--- src/rtl/cam_demux_pkg.sv ---
// Shared types for the nibble stream demultiplexer.
// The code values of mark_e are the low bits of the code byte that follows an escape.
package cam_demux_pkg;
    typedef enum logic [1:0] {
        MK_NONE = 2'd0,
        MK_SAV  = 2'd1,
        MK_EAV  = 2'd2,
        MK_SOF  = 2'd3
    } mark_e;
endpackage

--- src/rtl/cam_port_sampler.sv ---
// Samples one camera port into the core clock domain.
// Assumes the pixel clock stays high and low for at least one core clock each,
// and that the nibble is stable around its rising edge. The data pipeline has the
// same length as the clock synchroniser, so each nibble lines up with its edge.
module cam_port_sampler #(
    parameter int NIB_W       = 4,
    parameter int SYNC_STAGES = 2
) (
    input  logic             clk,
    input  logic             rst_n,
    input  logic             pclk,
    input  logic [NIB_W-1:0] nib_in,
    output logic             nib_stb,
    output logic [NIB_W-1:0] nib_out
);
    logic [SYNC_STAGES:0] clk_pipe;
    logic [NIB_W-1:0]     dat_pipe [SYNC_STAGES];

    // Shift the pixel clock through the synchroniser plus one stage for edge detection.
    always_ff @(posedge clk) begin
        if (!rst_n) clk_pipe <= '0;
        else        clk_pipe <= {clk_pipe[SYNC_STAGES-1:0], pclk};
    end

    // First data stage captures the nibble lines.
    always_ff @(posedge clk) begin
        if (!rst_n) dat_pipe[0] <= '0;
        else        dat_pipe[0] <= nib_in;
    end

    generate
        for (genvar s = 1; s < SYNC_STAGES; s++) begin : g_dat
            // Delay the data in step with the clock synchroniser.
            always_ff @(posedge clk) begin
                if (!rst_n) dat_pipe[s] <= '0;
                else        dat_pipe[s] <= dat_pipe[s-1];
            end
        end
    endgenerate

    assign nib_stb = clk_pipe[SYNC_STAGES-1] & ~clk_pipe[SYNC_STAGES];
    assign nib_out = dat_pipe[SYNC_STAGES-1];
endmodule

--- src/rtl/cam_marker_scan.sv ---
// Looks for the nibble run F,F,0,c (c = 1..3) at any nibble phase.
// Assumes the caller feeds it only the selected port's nibbles. The history is
// cleared after each hit, so the nibbles of one marker cannot form a second one.
module cam_marker_scan
    import cam_demux_pkg::*;
#(
    parameter int NIB_W = 4
) (
    input  logic             clk,
    input  logic             rst_n,
    input  logic             nib_stb,
    input  logic [NIB_W-1:0] nib,
    output mark_e            mark
);
    localparam logic [NIB_W-1:0] ALL1 = '1;
    localparam logic [NIB_W-1:0] ZERO = '0;

    logic [NIB_W-1:0] h0, h1, h2;   // h0 is the most recent nibble
    logic             code_ok;

    // Decide whether the current nibble closes a marker.
    always_comb begin
        code_ok = (nib != ZERO) && (nib < NIB_W'(4));
        mark    = MK_NONE;
        if (nib_stb && h2 == ALL1 && h1 == ALL1 && h0 == ZERO && code_ok)
            mark = mark_e'(nib[1:0]);
    end

    // Keep the last three nibbles; clear them after a marker.
    always_ff @(posedge clk) begin
        if (!rst_n) begin
            h0 <= '0; h1 <= '0; h2 <= '0;
        end else if (nib_stb) begin
            if (mark != MK_NONE) begin
                h0 <= '0; h1 <= '0; h2 <= '0;
            end else begin
                h2 <= h1; h1 <= h0; h0 <= nib;
            end
        end
    end
endmodule

--- src/rtl/cam_nibble_pair.sv ---
// Pairs nibbles into bytes, high nibble first, and removes the 0xFF escape.
// Assumes restart is raised on the code nibble of every marker. Pairing then
// begins again on a high nibble, and any held escape is discarded.
module cam_nibble_pair #(
    parameter int NIB_W = 4,
    localparam int BYTE_W = 2 * NIB_W
) (
    input  logic              clk,
    input  logic              rst_n,
    input  logic              nib_stb,
    input  logic [NIB_W-1:0]  nib,
    input  logic              restart,
    output logic              smp_stb,
    output logic [BYTE_W-1:0] smp_val
);
    localparam logic [BYTE_W-1:0] ESC = '1;

    logic             half;   // a high nibble is held
    logic             pend;   // an escape byte is held
    logic [NIB_W-1:0] hi;
    logic [BYTE_W-1:0] cur_byte;

    assign cur_byte = {hi, nib};

    // Produce a sample when a byte completes and is not part of an escape.
    always_comb begin
        smp_stb = 1'b0;
        smp_val = cur_byte;
        if (nib_stb && !restart && half) begin
            if (pend) begin
                smp_stb = (cur_byte == '0);
                smp_val = ESC;
            end else begin
                smp_stb = (cur_byte != ESC);
            end
        end
    end

    // Track the nibble phase and the escape state.
    always_ff @(posedge clk) begin
        if (!rst_n) begin
            half <= 1'b0;
            pend <= 1'b0;
            hi   <= '0;
        end else if (nib_stb) begin
            if (restart) begin
                half <= 1'b0;
                pend <= 1'b0;
            end else if (!half) begin
                hi   <= nib;
                half <= 1'b1;
            end else begin
                half <= 1'b0;
                pend <= !pend && (cur_byte == ESC);
            end
        end
    end
endmodule

--- src/rtl/cam_nibble_demux.sv ---
// Top level: samples every camera port, follows the selected one, recovers
// samples and line and frame timing from the escape codes in the stream.
// Assumes cfg_port_sel is static long enough to be seen at a frame start.
// The port switch happens only on a frame-start marker of the current port.
module cam_nibble_demux
    import cam_demux_pkg::*;
#(
    parameter int NIB_W       = 4,
    parameter int NUM_PORTS   = 2,
    parameter int SYNC_STAGES = 2,
    parameter int SEL_W       = (NUM_PORTS > 1) ? $clog2(NUM_PORTS) : 1
) (
    input  logic                       clk,
    input  logic                       rst_n,
    input  logic [SEL_W-1:0]           cfg_port_sel,
    input  logic [NUM_PORTS-1:0]       cam_pclk,
    input  logic [NUM_PORTS*NIB_W-1:0] cam_nib,
    output logic [2*NIB_W-1:0]         pix_data,
    output logic                       pix_valid,
    output logic                       line_active,
    output logic                       hsync,
    output logic                       vsync,
    output logic [SEL_W-1:0]           cur_port
);
    localparam int BYTE_W = 2 * NIB_W;

    logic [NUM_PORTS-1:0] port_stb;
    logic [NIB_W-1:0]     port_nib [NUM_PORTS];
    logic                 sel_stb;
    logic [NIB_W-1:0]     sel_nib;
    mark_e                mark;
    logic                 smp_stb;
    logic [BYTE_W-1:0]    smp_val;
    logic                 sel_ok;

    generate
        for (genvar p = 0; p < NUM_PORTS; p++) begin : g_port
            cam_port_sampler #(
                .NIB_W      (NIB_W),
                .SYNC_STAGES(SYNC_STAGES)
            ) u_smp (
                .clk    (clk),
                .rst_n  (rst_n),
                .pclk   (cam_pclk[p]),
                .nib_in (cam_nib[p*NIB_W +: NIB_W]),
                .nib_stb(port_stb[p]),
                .nib_out(port_nib[p])
            );
        end
    endgenerate

    // Route the current port's nibble events into the decoder.
    always_comb begin
        sel_stb = port_stb[cur_port];
        sel_nib = port_nib[cur_port];
    end

    cam_marker_scan #(.NIB_W(NIB_W)) u_scan (
        .clk    (clk),
        .rst_n  (rst_n),
        .nib_stb(sel_stb),
        .nib    (sel_nib),
        .mark   (mark)
    );

    cam_nibble_pair #(.NIB_W(NIB_W)) u_pair (
        .clk    (clk),
        .rst_n  (rst_n),
        .nib_stb(sel_stb),
        .nib    (sel_nib),
        .restart(mark != MK_NONE),
        .smp_stb(smp_stb),
        .smp_val(smp_val)
    );

    assign sel_ok = int'(cfg_port_sel) < NUM_PORTS;

    // Register the samples and their strobe; only samples inside a line are valid.
    always_ff @(posedge clk) begin
        if (!rst_n) begin
            pix_valid <= 1'b0;
            pix_data  <= '0;
        end else begin
            pix_valid <= smp_stb && line_active;
            if (smp_stb) pix_data <= smp_val;
        end
    end

    // Line and frame state, the sync pulses and the port switch at frame start.
    always_ff @(posedge clk) begin
        if (!rst_n) begin
            line_active <= 1'b0;
            hsync       <= 1'b0;
            vsync       <= 1'b0;
            cur_port    <= '0;
        end else begin
            hsync <= (mark == MK_EAV);
            vsync <= (mark == MK_SOF);
            case (mark)
                MK_SAV: line_active <= 1'b1;
                MK_EAV: line_active <= 1'b0;
                MK_SOF: begin
                    line_active <= 1'b0;
                    if (sel_ok) cur_port <= cfg_port_sel;
                end
                default: ;
            endcase
        end
    end
endmodule

--- config.mk ---
export PLATFORM = sky130hd
export DESIGN_NAME = cam_nibble_demux
export DESIGN_NICKNAME = d
export VERILOG_FILES = /design/src/rtl/cam_demux_pkg.sv /design/src/rtl/cam_port_sampler.sv /design/src/rtl/cam_marker_scan.sv /design/src/rtl/cam_nibble_pair.sv /design/src/rtl/cam_nibble_demux.sv
export SDC_FILE = /design/constraint.sdc
export NUM_CORES = 1
export LEC_CHECK = 0
export BUFFER_PORTS_ARGS = -buffer_cell sky130_fd_sc_hd__buf_2
export CAP_MARGIN = 20
export CORE_MARGIN = 2
export CORE_UTILIZATION = 40
export DETAILED_ROUTE_END_ITERATION = 8
export GPL_TIMING_DRIVEN = 0
export SLEW_MARGIN = 20
export SYNTH_ARGS = -nofsm -noshare
export SYNTH_HDL_FRONTEND = slang
export SYNTH_SLANG_ARGS = --single-unit
--- constraint.sdc ---
create_clock -name clk -period 2.32 [get_ports clk]
set_input_delay 0.696 -clock clk [delete_from_list [all_inputs] [get_ports clk]]
set_output_delay 0.696 -clock clk [all_outputs]
set_load 0.05 [all_outputs]
==> reports/qor.yml, run 1 <==
status:
  status: "finished, final reports clean"
sta:
  finalCriticalPeriod_ns: 1.89
  worst_clock_skew_ns: 0.00734
  finalCritPeriodShare: 0.813
  finalSetupViolCount: 0
  tightest_slew_ns: 0.549
  hold_violations: 0
  max_slew_margin: 0.623
  fmax_ghz: 0.530
  rsz0062_at_grt: "false"
  setup_tns_ns: 0
  finalMaxSlewViolations: 0
floorplanning:
  coreArea_mm2: 0.00482
  num_rows: 25
  die_h_um: 75.2
  ios: 26
  die-width_um: 75.2
  die-area_mm2: 0.00566
  start_util: 0.421
clock_tree:
  cts.sinks: 53
  clkTransAtPathRegs_ns: 0.10
  clock_path_buffers: 2
  cts-root-buf: "clkbuf_8"
  htreeDepth: 2
  post_cts_resize_count: 0
  cts_hold_buf: 0
  cts_setup_buffers: 0
  cts_tree: "yes"
  cts_buffers: 5
  clkLatencyLatePin_ns: 0.31
setup_path:
  critPathKind: "flip-flop to flip-flop"
  end_kind: "flip-flop"
  critical_path_buf_inv_count: 1
  worst_path_dominant_cell_family: "simple AND/OR/NAND/NOR gates"
  crit_start: "cur_port$_SDFFE_PN0P_"
  cp_cell_sequence: "buf_6 > mux2i_1 > nor4_2 > nand3_2 > a31oi_1 > nor2_1"
  critical-path-slowest-cell: "dfxtp_1"
  cp_max_fo: 10
  crit_path_start_kind: "flip-flop"
  reg2reg_from: "cur_port$_SDFFE_PN0P_"
  worst_ep_required_time_ns: 2.53
  slowest_delay_ns: 0.46
  crit_arrival_ns: 2.10
global_route:
  gr-total-overflow: 0
  grt_pass1_vias: 1350
  grt_pass1_wl_um: 6370
  grt_max_degree: 19
  antenna_found_initial: 0
  grt_usage: 0.152
place:
  postPlaceCellArea_mm2: 0.00224
  gp_routability_congestion: 0.814
  hpwl_um: 2740
  io_buffers: 25
logic_synthesis:
  synth-async-reset-ratio: 0
  synth_seq_cells: 53
  avgSynthCellArea_um2: 10.9
  synth_top_flop_cell: "dfxtp_1"
  ys_types: 43
  synth_nets: 200
  ys_warn_count: 0
  syn_inst: 187
  seq_area_frac_synth: 0.523
  synth_area_mm2: 0.00203
  synth-edff-count: 0
routing:
  drt_first_iter_violations: 66
  routed_wl_um: 3850
  ant_nets: 0
  num_vias: 1441
  first_pass_iters: 4
  drc: 0
  avgRoutedWirePerCell_um: 13.4
  post_drt_via_cell_ratio: 5.02
cells_and_area:
  final_layout_size_suffix_gt1_frac: 0.223
  area_growth_pct: 16.0
  diodes: 0
  final_area_mm2: 0.00235
  final_nets: 232
power:
  total_power_mw: 1.68
  vdd_drop_max_uv: 334
  power_leakage_nw: 0.959
  pwr_density_cell_mw_per_mm2: 715
flow_run:
  cap_violations: 0
hold_path:
  hp-start: "g_port[1].u_smp.dat_pipe[0][0]$_SDFF_PN0_"
  hold_class: "flip-flop to flip-flop"
[layout make-up]
cell class | count | area (µm²)
Sequential cell | 53 | 1060
Fill cell | 453 | 2460
Timing Repair Buffer | 25 | 125
Tap cell | 67 | 83.8
Buffer | 8 | 46.3
Clock inverter | 3 | 47.5
Inverter | 1 | 3.75
Multi-Input combinational cell | 125 | 918
Clock buffer | 5 | 68.8
[registers in the layout (all words and copies together) (netlist names)]
register / count
hsync: 1
u_pair.hi: 4
g_port.u_smp.dat_pipe: 16
vsync: 1
g_port.u_smp.clk_pipe: 6
u_pair.half: 1
cur_port: 1
u_scan.h0: 4
pix_data: 8
line_active: 1
u_pair.pend: 1
u_scan.h1: 4
pix_valid: 1
u_scan.h2: 4
[path summary, 6_finish.rpt]
| kind | to | slack (ns) | cells after the start |
|---|---|---|---|
| worst max-delay path | pix_data[2]$_SDFFE_PN0P_ | 0.43 | 6 |
| worst min-delay path | g_port[1].u_smp.dat_pipe[1][0]$_SDFF_PN0_ | 0.44 | 1 |
| worst max register to register | pix_data[2]$_SDFFE_PN0P_ | 0.43 | 6 |
| worst min register to register | g_port[1].u_smp.dat_pipe[1][0]$_SDFF_PN0_ | 0.44 | 1 |
[metrics by stage]
| step | utilization | cells | hold WS (ns) | setup slack, ns |
|---|---|---|---|---|
| floorplan | - | 187 | 0.406 | 0.335 |
| global placement | 0.465 | 279 | 0.417 | 0.452 |
| detailed placement | 0.465 | 279 | 0.417 | 0.475 |
| CTS | 0.489 | 287 | 0.442 | 0.444 |
| global route | 0.489 | 287 | 0.455 | 0.266 |
| finish | 0.489 | 287 | 0.439 | 0.434 |
[layout by cell type (no fill, tap or decap), types with 2 or more instances in the layout]
master     n
buf_2     26
buf_6      2
a31oi_1   10
a21oi_1    2
o21ai_2    2
o21ai_1    7
mux2i_1    5
o311a_1    2
clkbuf_1   5
and4bb_2   2
o31ai_1    6
dfxtp_1   53
o211a_1    5
nor2b_1    2
nand2_1   12
nor2_1    14
clkbuf_8   5
nand3_1    2
inv_6      2
a22o_1     8
and2_1    23
[worst reg2reg max path, cell delays in order, from the launching register on]
cell	delay (ns)
dfxtp_1	0.46
buf_6	0.20
mux2i_1	0.21
nor4_2	0.35
nand3_2	0.25
a31oi_1	0.26
nor2_1	0.06
[cell families (layout without fill, tap and decap cells)]
kind of cell	after synthesis	count (layout)	synth area share
flops	53	53	0.523
compound gates	50	50	0.217
simple gates	68	68	0.200
buf+inv	9	42	0.0247
mux	7	7	0.0358
[cells in the mapped netlist, types with 2 or more instances]
master    instances  area (µm²)
a21oi_1           2        10.0
a22o_1            8        70.1
a31oi_1          10        62.6
and2_1           23         144
and4bb_2          2        25.0
buf_6             2        22.5
clkbuf_1          5        18.8
dfxtp_1          53        1060
mux2i_1           5        50.1
nand2_1          12        45.0
nand3_1           2        10.0
nor2_1           14        52.6
nor2b_1           2        12.5
o211a_1           5        50.1
o21ai_1           7        35.0
o21ai_2           2        17.5
o311a_1           2        20.0
o31ai_1           6        45.0
[per-layer routing]
layer / up-vias / GRT usage / wire, µm
li1: 748 / - / -
met1: 658 / 0.203 / 1950
met2: 27 / 0.228 / 1690
met3: 8 / 0.0428 / 142
met4: 0 / 0.0682 / 72
met5: - / 0 / 0
[power breakdown]
part	leakage, nW	switching [mW]	internal (mW)	total, mW
sequential	0.432	0.0147	0.933	0.948
clock	0.0591	0.311	0.329	0.640
combinational	0.468	0.0553	0.0407	0.0960
total	0.959	0.381	1.30	1.68
Note: power is estimated with default switching activity, not from simulation.
==> inputs of run 2 (changes only) <==
Clock period 2.32 ns to 1.8 ns, I/O delays scaled along.
==> reports/qor.yml, run 2 (synthesis results as in run 1) <==
status:
  status: "finished, final reports clean"
global_route:
  gr-total-overflow: 0
  grt_pass1_vias: 1305
  grt_pass1_wl_um: 6310
  grt_usage: 0.152
  grt_max_degree: 18
  antenna_found_initial: 0
floorplanning:
  die-width_um: 75.2
  die_h_um: 75.2
  start_util: 0.421
  ios: 26
  die-area_mm2: 0.00566
  num_rows: 25
  coreArea_mm2: 0.00482
cells_and_area:
  seqCellArea_mm2: 0.00106
  final_cell_mix: "dfxtp_1, buf_2, and2_1"
  area_growth_pct: 19.8
  fillCellCount: 457
  final_common_cell: "dfxtp_1"
  reg_top3: "g_port.u_smp.dat_pipe: 16 flops, pix_data: 8 flops, g_port.u_smp.clk_pipe: 6 flops"
  diodes: 0
  final_layout_size_suffix_gt1_frac: 0.277
  largest_reg_flops: 16
  regMostFlops: "g_port.u_smp.dat_pipe"
  multiInputGateArea_um2: 970
  final_nets: 236
setup_path:
  critPathKind: "flip-flop to flip-flop"
  worst_path_dominant_cell_family: "compound AO/OA/AOI/OAI gates"
  end_kind: "flip-flop"
  crit_arrival_ns: 1.93
  cp_cell_sequence: "nor3_2 > o21ai_2 > o311a_1 > buf_6 > a22o_1"
  worst_ep_required_time_ns: 2.00
  cp_max_fo: 9
  critical-path-slowest-cell: "o311a_1"
  critical_path_buf_inv_count: 1
  slowest_delay_ns: 0.39
  crit_path_start_kind: "flip-flop"
routing:
  ant_nets: 0
  routed_wl_um: 4000
  drt_first_iter_violations: 114
  num_vias: 1482
  avgRoutedWirePerCell_um: 13.8
  drc: 0
  post_drt_via_cell_ratio: 5.09
  first_pass_iters: 4
sta:
  setup_tns_ns: 0
  finalCriticalPeriod_ns: 1.73
  max_slew_margin: 0.650
  tightest_slew_ns: 0.526
  worst_clock_skew_ns: 0.00440
  finalSetupViolCount: 0
  holdWs_ns: 0.433
  finalMaxSlewViolations: 0
  fmax_ghz: 0.578
  hold_violations: 0
  finalCritPeriodShare: 0.961
clock_tree:
  cts_hold_buf: 0
  cts-root-buf: "clkbuf_8"
  cts_tree: "yes"
  cts.sinks: 53
  clkTransAtPathRegs_ns: 0.09
  clkLatencyLatePin_ns: 0.30
  htreeDepth: 2
  cts_buffers: 5
  clock_path_buffers: 2
flow_run:
  cap_violations: 0
hold_path:
  hold_class: "input port to flip-flop"
place:
  gp_routability_congestion: 0.812
  hpwl_um: 2750
  io_buffers: 25
power:
  pwr_density_cell_mw_per_mm2: 889
  power_leakage_nw: 0.998
  vdd_drop_max_uv: 415
  total_power_mw: 2.16
-- run 2: report_power, final --
group / switching, mW / internal, mW
clock: 0.391 / 0.416
combinational: 0.0734 / 0.0571
sequential: 0.0215 / 1.20
-- run 2: repair_timing --
action,4_1_cts,5_1_grt
endpoints found under the hold margin,0,0
endpoints found under the setup margin,0,13
buffers inserted,0,3
gates resized for setup,0,10
-- run 2: routing by layer --
metal  up-vias  track usage  wire (µm)
met2        27        0.228       1800
li1        756            -          -
met1       692        0.209       1980
met3         7       0.0442        170
met4         0       0.0585         60
met5         -            0          0
-- run 2: layout make-up --
type | count | share of cell area
flip-flops and latches | 53 | 0.438
plain buffers | 8 | 0.0190
repair buffers | 28 | 0.0607
well taps | 67 | 0.0345
multi-input cells | 126 | 0.399
clock inverters | 3 | 0.0190
clock buffers | 5 | 0.0283
inverters | 1 | 0.00154
-- run 2: stage by stage --
| step | cells | setup slack (ns) | util | instance area (µm²) |
|---|---|---|---|---|
| after detailed placement | 279 | 0.0173 | 0.465 | 2240 |
| after CTS | 287 | 0.00166 | 0.489 | 2350 |
| after global placement | 279 | 0.0235 | 0.465 | 2240 |
| after floorplan | 187 | 0.0370 | - | 2030 |
| after global routing | 291 | -0.00569 | 0.505 | 2430 |
| final | 291 | 0.0710 | 0.505 | 2430 |
-- run 2: worst paths after layout --
path                                     startpoint                                   endpoint  slack [ns]  cells after the start
max                           cur_port$_SDFFE_PN0P_                  u_scan.h1[1]$_SDFFE_PN0N_        0.07                      5
min                                      cam_nib[6]  g_port[1].u_smp.dat_pipe[0][2]$_SDFF_PN0_        0.43                      2
max reg2reg                   cur_port$_SDFFE_PN0P_                  u_scan.h1[1]$_SDFFE_PN0N_        0.07                      5
min reg2reg  g_port[0].u_smp.clk_pipe[0]$_SDFF_PN0_     g_port[0].u_smp.clk_pipe[1]$_SDFF_PN0_        0.44                      1
